### src/rtl/slg_pkg.sv
package slg_pkg;

   typedef enum logic [2:0] {
      SZ_UB   = 3'd0,
      SZ_SB   = 3'd1,
      SZ_UH   = 3'd2,
      SZ_SH   = 3'd3,
      SZ_WD   = 3'd4,
      SZ_DW   = 3'd5,
      SZ_QW   = 3'd6,
      SZ_NONE = 3'd7
   } size_e;

   // Low address bits that must be zero for a naturally aligned access.
   function automatic logic [3:0] addr_mask(size_e sz);
      case (sz)
         SZ_UH, SZ_SH: addr_mask = 4'b0001;
         SZ_WD:        addr_mask = 4'b0011;
         SZ_DW:        addr_mask = 4'b0111;
         SZ_QW:        addr_mask = 4'b1111;
         default:      addr_mask = 4'b0000;
      endcase
   endfunction

   // Low target-index bits that must be zero for pair and quad targets.
   function automatic logic [1:0] regs_mask(size_e sz);
      case (sz)
         SZ_DW:   regs_mask = 2'b01;
         SZ_QW:   regs_mask = 2'b11;
         default: regs_mask = 2'b00;
      endcase
   endfunction

endpackage

### src/rtl/slg_align.sv
module slg_align
   import slg_pkg::*;
#(
   parameter int AW  = 32,
   parameter int RIW = 6
) (
   input  logic [AW-1:0]  base_i,
   input  logic [AW-1:0]  disp_i,
   input  logic [AW-1:0]  imm_i,
   input  logic           use_disp_i,
   input  logic [2:0]     size_i,
   input  logic [RIW-1:0] tgt_i,
   output logic [AW-1:0]  ea_o,
   output logic           mem_flt_o,
   output logic           reg_flt_o,
   output logic           size_bad_o
);

   size_e sz;

   assign sz         = size_e'(size_i);
   assign ea_o       = base_i + (use_disp_i ? disp_i : imm_i);
   assign mem_flt_o  = |(ea_o[3:0] & addr_mask(sz));
   assign reg_flt_o  = |(tgt_i[1:0] & regs_mask(sz));
   assign size_bad_o = (sz == SZ_NONE);

endmodule

### src/rtl/slg_flags.sv
module slg_flags #(
   parameter int NREG = 64,
   parameter int RIW  = 6
) (
   input  logic            clk_i,
   input  logic            rst_ni,
   input  logic            upd_i,
   input  logic            is_fp_i,
   input  logic            fault_i,
   input  logic            use_disp_i,
   input  logic [RIW-1:0]  base_idx_i,
   input  logic [RIW-1:0]  disp_idx_i,
   input  logic [RIW-1:0]  tgt_idx_i,
   output logic            src_flag_o,
   output logic [NREG-1:0] gr_o,
   output logic [NREG-1:0] fr_o
);

   localparam int NBANK = 2;

   logic [NBANK-1:0][NREG-1:0] ne_q;
   logic [NREG-1:0]            sel;

   assign sel        = ne_q[is_fp_i];
   assign src_flag_o = sel[base_idx_i] | (use_disp_i & sel[disp_idx_i]);

   for (genvar b = 0; b < NBANK; b++) begin : g_bank
      always_ff @(posedge clk_i or negedge rst_ni) begin
         if (!rst_ni) begin
            ne_q[b] <= '0;
         end else if (upd_i && (is_fp_i == 1'(b))) begin
            ne_q[b][tgt_idx_i] <= fault_i | src_flag_o;
         end
      end
   end

   assign gr_o = ne_q[0];
   assign fr_o = ne_q[1];

endmodule

### src/rtl/slg_records.sv
module slg_records #(
   parameter int NSLOT = 4,
   parameter int AW    = 32,
   parameter int RIW   = 6,
   parameter int SIW   = 2,
   parameter int STW   = RIW + SIW + 8
) (
   input  logic                 clk_i,
   input  logic                 rst_ni,
   input  logic                 wr_i,
   input  logic [RIW-1:0]       tgt_i,
   input  logic [2:0]           size_i,
   input  logic                 fp_i,
   input  logic                 mem_flt_i,
   input  logic                 reg_flt_i,
   input  logic [AW-1:0]        addr_i,
   output logic                 ovf_o,
   output logic [NSLOT-1:0]     valid_o,
   output logic [NSLOT*STW-1:0] status_o,
   output logic [NSLOT*AW-1:0]  addr_o
);

   logic [NSLOT-1:0]          vld_q;
   logic [NSLOT-1:0][STW-1:0] st_q;
   logic [NSLOT-1:0][AW-1:0]  ad_q;
   logic [SIW-1:0]            pick;
   logic                      found;

   always_comb begin
      pick  = '0;
      found = 1'b0;
      for (int i = 0; i < NSLOT; i++) begin
         if (!vld_q[i] && !found) begin
            pick  = SIW'(i);
            found = 1'b1;
         end
      end
   end

   assign ovf_o = wr_i & ~found;

   always_ff @(posedge clk_i or negedge rst_ni) begin
      if (!rst_ni) begin
         vld_q <= '0;
         st_q  <= '0;
         ad_q  <= '0;
      end else if (wr_i && found) begin
         vld_q[pick] <= 1'b1;
         st_q[pick]  <= {1'b1, 1'b1, tgt_i, size_i, pick, fp_i, mem_flt_i, reg_flt_i};
         ad_q[pick]  <= addr_i;
      end
   end

   assign valid_o  = vld_q;
   assign status_o = st_q;
   assign addr_o   = ad_q;

endmodule

### src/rtl/spec_load_guard.sv
module spec_load_guard #(
   parameter int AW    = 32,
   parameter int NREG  = 64,
   parameter int NSLOT = 4,
   localparam int RIW  = $clog2(NREG),
   localparam int SIW  = (NSLOT > 1) ? $clog2(NSLOT) : 1,
   localparam int STW  = RIW + SIW + 8
) (
   input  logic                 clk_i,
   input  logic                 rst_ni,
   input  logic                 req_valid_i,
   input  logic [AW-1:0]        base_val_i,
   input  logic [AW-1:0]        disp_val_i,
   input  logic [AW-1:0]        imm_val_i,
   input  logic                 use_disp_i,
   input  logic [RIW-1:0]       base_idx_i,
   input  logic [RIW-1:0]       disp_idx_i,
   input  logic [RIW-1:0]       tgt_idx_i,
   input  logic [2:0]           size_i,
   input  logic                 is_fp_i,
   input  logic                 rec_en_i,
   output logic                 resp_valid_o,
   output logic                 perform_o,
   output logic                 size_err_o,
   output logic                 ovf_err_o,
   output logic [NREG-1:0]      gr_ne_o,
   output logic [NREG-1:0]      fr_ne_o,
   output logic [NSLOT-1:0]     rec_valid_o,
   output logic [NSLOT*STW-1:0] rec_status_o,
   output logic [NSLOT*AW-1:0]  rec_addr_o
);

   if (AW < 4) begin : g_bad_aw
      $error("spec_load_guard: AW must cover the quadword alignment bits");
   end
   if (NREG < 4 || (1 << RIW) != NREG) begin : g_bad_nreg
      $error("spec_load_guard: NREG must be a power of two, at least 4");
   end
   if (NSLOT < 1 || NSLOT > 16) begin : g_bad_nslot
      $error("spec_load_guard: NSLOT must lie in 1..16");
   end

   logic [AW-1:0] ea;
   logic          mem_flt, reg_flt, size_bad, fault, src_flag;
   logic          upd, rec_wr, ovf_hit;
   logic          resp_q, perform_q, serr_q, ovf_q;

   slg_align #(.AW(AW), .RIW(RIW)) u_align (
      .base_i     (base_val_i),
      .disp_i     (disp_val_i),
      .imm_i      (imm_val_i),
      .use_disp_i (use_disp_i),
      .size_i     (size_i),
      .tgt_i      (tgt_idx_i),
      .ea_o       (ea),
      .mem_flt_o  (mem_flt),
      .reg_flt_o  (reg_flt),
      .size_bad_o (size_bad)
   );

   assign fault  = mem_flt | reg_flt;
   assign upd    = req_valid_i & ~size_bad;
   assign rec_wr = upd & rec_en_i;

   slg_flags #(.NREG(NREG), .RIW(RIW)) u_flags (
      .clk_i      (clk_i),
      .rst_ni     (rst_ni),
      .upd_i      (upd),
      .is_fp_i    (is_fp_i),
      .fault_i    (fault),
      .use_disp_i (use_disp_i),
      .base_idx_i (base_idx_i),
      .disp_idx_i (disp_idx_i),
      .tgt_idx_i  (tgt_idx_i),
      .src_flag_o (src_flag),
      .gr_o       (gr_ne_o),
      .fr_o       (fr_ne_o)
   );

   slg_records #(.NSLOT(NSLOT), .AW(AW), .RIW(RIW), .SIW(SIW), .STW(STW)) u_recs (
      .clk_i     (clk_i),
      .rst_ni    (rst_ni),
      .wr_i      (rec_wr),
      .tgt_i     (tgt_idx_i),
      .size_i    (size_i),
      .fp_i      (is_fp_i),
      .mem_flt_i (mem_flt),
      .reg_flt_i (reg_flt),
      .addr_i    (ea),
      .ovf_o     (ovf_hit),
      .valid_o   (rec_valid_o),
      .status_o  (rec_status_o),
      .addr_o    (rec_addr_o)
   );

   always_ff @(posedge clk_i or negedge rst_ni) begin
      if (!rst_ni) begin
         resp_q    <= 1'b0;
         perform_q <= 1'b0;
         serr_q    <= 1'b0;
         ovf_q     <= 1'b0;
      end else begin
         resp_q    <= req_valid_i;
         perform_q <= upd & (fault | ~src_flag);
         serr_q    <= req_valid_i & size_bad;
         ovf_q     <= ovf_hit;
      end
   end

   assign resp_valid_o = resp_q;
   assign perform_o    = perform_q;
   assign size_err_o   = serr_q;
   assign ovf_err_o    = ovf_q;

endmodule

### config.mk
export PLATFORM = sky130hd
export DESIGN_NAME = spec_load_guard
export DESIGN_NICKNAME = d
export VERILOG_FILES = /design/src/rtl/slg_pkg.sv /design/src/rtl/slg_align.sv /design/src/rtl/slg_flags.sv /design/src/rtl/slg_records.sv /design/src/rtl/spec_load_guard.sv
export SDC_FILE = /design/constraint.sdc
export NUM_CORES = 1
export LEC_CHECK = 0
export BUFFER_PORTS_ARGS = -buffer_cell sky130_fd_sc_hd__clkbuf_2
export CORE_ASPECT_RATIO = 1.75
export CORE_MARGIN = 3
export CORE_UTILIZATION = 30
export CTS_BUF_LIST = sky130_fd_sc_hd__clkbuf_8 sky130_fd_sc_hd__clkbuf_16
export DETAILED_ROUTE_END_ITERATION = 12
export HOLD_SLACK_MARGIN = 0.02
export MAX_ROUTING_LAYER = met4
export SLEW_MARGIN = 40
export SYNTH_ARGS = -nofsm -noshare
export SYNTH_HDL_FRONTEND = slang
export SYNTH_SLANG_ARGS = --single-unit
### constraint.sdc
create_clock -name clk_i -period 3.3 [get_ports clk_i]
set_input_delay 0.165 -clock clk_i [delete_from_list [all_inputs] [get_ports clk_i]]
set_output_delay 0.165 -clock clk_i [all_outputs]
set_load 0.02 [all_outputs]
==> flow_summary.yaml <==
outcome:
  outcome: "complete, no violations"
clock_tree:
  cts_resized: 0
  cts.sinks: 324
  clkTransAtPathRegs_ns: 0.06
  cts_made_buffers: 36
  cts_tree: "yes"
  root_buffer: "clkbuf_16"
  insertion_delay_ns: 0.55
  cts_buffer_depth: 3
  postCtsSetupBuffers: 0
  ctsHoldBuffers: 9
  htreeDepth: 2
power_and_ir_drop:
  clockPowerShare_pct: 29.0
  irDropWorstVdd_mv: 0.508
  seqPwrFrac_pct: 39.1
  p_comb_share_pct: 32.0
  leakagePower_nw: 11.2
  p_int_mw: 8.70
  swShare_pct: 37.4
  p_sw_mw: 5.21
  powerDensity_mw_per_mm2: 629
route:
  first_pass_iters: 5
  vias_per_cell: 5.13
  drt-total-wl_um: 67200
  via_count: 15200
  drcViolationCount: 0
  drtAntennaViolNets: 0
  routedWlPerCell_um: 22.7
  drtIter0Drc: 896
global_routing:
  grt_usage_pct: 22.4
  grt_max_degree: 89
  antenna_found_initial: 0
  grt_pass1_vias: 15600
  overflow: 0
  grt_pass1_wl_um: 99800
place:
  gp_congestion: 0.953
  portBuffers: 450
  hpwlAfterDp_um: 51000
logic_synthesis:
  syn-cell-area_mm2: 0.0171
  synth_common_cells: "nand2_1, dfrtp_1, mux2_2"
  syn_nets: 1835
  synthFlopType: "dfrtp_1"
  synth_area_leaders: "dfrtp_1, mux2_2, nand2_1"
  ys_seq_area_share_pct: 47.3
  postSynth.asyncResetShare_pct: 100
  synth_area_leader_cell: "dfrtp_1"
  avgSynthCellArea_um2: 10.2
  synth_top_area_share_pct: 47.3
  synthCells: 1680
  synth-edff-count: 0
  synthDistinctLibCells: 61
  ys_warn_count: 0
  ys_ff_latch: 324
  synth_most_common_cell: "nand2_1"
floorplanning:
  start_util_pct: 30.4
  die_y_um: 322
  die_x_um: 187
  io_pins: 451
  num_rows: 115
  die_area_mm2: 0.0602
  coreArea_mm2: 0.0564
timing:
  setup_viol: 0
  finalCritPeriodShare_pct: 96.0
  finalClockSkew_ns: 0.0238
  grt_setup_unrepaired: "false"
  slew_viol_final: 0
  max_freq_mhz: 316
  finalSetupTns_ns: 0
  hold_ws_ns: 0.0552
  tightest_slew_ns: 0.755
  hold_viol_final: 0
  period_needed_ns: 3.17
  slew_headroom_pct: 49.6
setup_path:
  arrival_ns: 3.57
  cp_max_fo: 40
  r2r_end: "u_flags.fr_o[38]"
  ff2ff_setup_slack_ns: 0.13
  end_kind: "flip-flop"
  crit_type: "flip-flop to flip-flop"
  reg2reg_from: "u_flags.fr_o[63]"
  crit_required_ns: 3.71
  cp-start-kind: "flip-flop"
  reg2reg_depth: 8
layout:
  final_nets: 2335
  drive_gt1_share_pct: 39.8
  syn2layout_area_growth_pct: 29.1
hold_path:
  worstHoldEndpoint: "perform_o"
  min_path_type: "input port to flip-flop"
  min_from: "base_idx_i[4]"
  hold_depth: 4
flow_run:
  max_cap_viol_count: 0
-- critical path, cell delays in order, from the launching register on --
cell and delay (ns):
dfrtp_1 0.41, mux4_2 0.49, mux4_2 0.50, a22oi_1 0.29, nand3_1 0.25, a41oi_2 0.31
nand3_2 0.15, buf_4 0.27, mux2_2 0.32
-- cells in the final DEF, fill, tap and decap left out, types with 7 or more instances in the layout --
cell type	synthesis	layout
xnor2_1	15	15
nand2_1	434	434
nor2_1	155	152
a211oi_1	10	9
clkbuf_2	1	448
dfrtp_1	324	324
dlygate4sd3_1	0	9
nand4_1	13	13
and3_1	8	8
a21o_1	15	15
nand2b_1	13	13
a21oi_1	45	45
xor2_1	9	9
o211ai_1	11	11
mux2_2	186	186
clkbuf_16	0	37
ha_1	31	31
mux4_2	59	59
and2_1	14	14
buf_4	7	103
o22ai_1	9	9
a22oi_1	13	12
mux2i_1	25	25
clkbuf_8	0	8
o21ai_0	49	49
buf_12	0	8
nand3_1	36	35
nor2b_1	7	7
inv_1	11	19
-- registers in the layout (all words and copies together), names as in the netlist --
name / cells
ovf_err_o: 1
perform_o: 1
resp_valid_o: 1
size_err_o: 1
u_flags.fr_o: 64
u_flags.gr_o: 64
u_recs.addr_o: 128
u_recs.status_o: 60
u_recs.valid_o: 4
-- final cells by class --
class,count,area (um2)
flip-flops and latches,324,8110
diodes,1,2.50
clock buffers,45,1040
fillers,5698,34300
repair buffers,570,3310
well taps,760,951
clock inverters,17,115
inverters,11,41.3
multi-input cells,1237,8570
-- kinds of logic after synthesis --
family                   count (synthesis)  synth area share (%)
flip-flops                             324                  47.3
multiplexers                           270                  21.4
XOR/XNOR                                24                  1.23
AO/OA/AOI/OAI                          194                  7.25
AND/OR/NAND/NOR                        717                  17.4
buffers and inverters                  119                  3.00
adder cells (fa/ha/maj)                 32                  2.38
-- worst max path at each step --
stage | from | to | slack [ns] | cells after the start
3_5_place_dp | use_disp_i | u_recs.addr_o[58] | -0.38 | 12
2_1_floorplan | use_disp_i | u_recs.addr_o[120] | 0.03 | 12
4_1_cts | u_flags.fr_o[62] | u_flags.fr_o[38] | 0.14 | 9
5_1_grt | u_flags.fr_o[62] | u_flags.fr_o[38] | 0.02 | 9
3_3_place_gp | use_disp_i | u_recs.addr_o[120] | -0.31 | 12
6_report | u_flags.fr_o[63] | u_flags.fr_o[38] | 0.13 | 8
-- routing by layer --
layer / GRT usage (%) / wire, um / vias up
met5: - / 0 / -
met4: 10.7 / 3510 / 0
met3: 4.11 / 4310 / 161
met2: 39.3 / 34500 / 697
met1: 24.5 / 24900 / 7506
li1: - / - / 6838
-- power groups by stage --
stage          sequential [mW]  clock (mW)  combinational [mW]
4_1_cts                   5.43        4.15                4.50
6_report                  5.43        4.03                4.45
2_1_floorplan             6.32           0                1.58
3_3_place_gp              5.46           0                4.41
3_5_place_dp              5.48           0                4.48
5_1_grt                   5.53        4.29                4.79
-- per-stage QoR --
stage | cell area (um2) | power, mW | setup slack [ns] | util [%] | instances
finish | 22100 | 13.9 | 0.132 | 39.2 | 2965
detailed placement | 20900 | 9.96 | -0.380 | 37.0 | 2893
floorplan | 17200 | 7.90 | 0.0323 | - | 1680
global placement | 20900 | 9.88 | -0.307 | 37.0 | 2892
CTS | 22100 | 14.1 | 0.136 | 39.2 | 2964
global route | 22100 | 14.6 | 0.0184 | 39.2 | 2964
No activity file was read; power rests on OpenSTA's default activity.
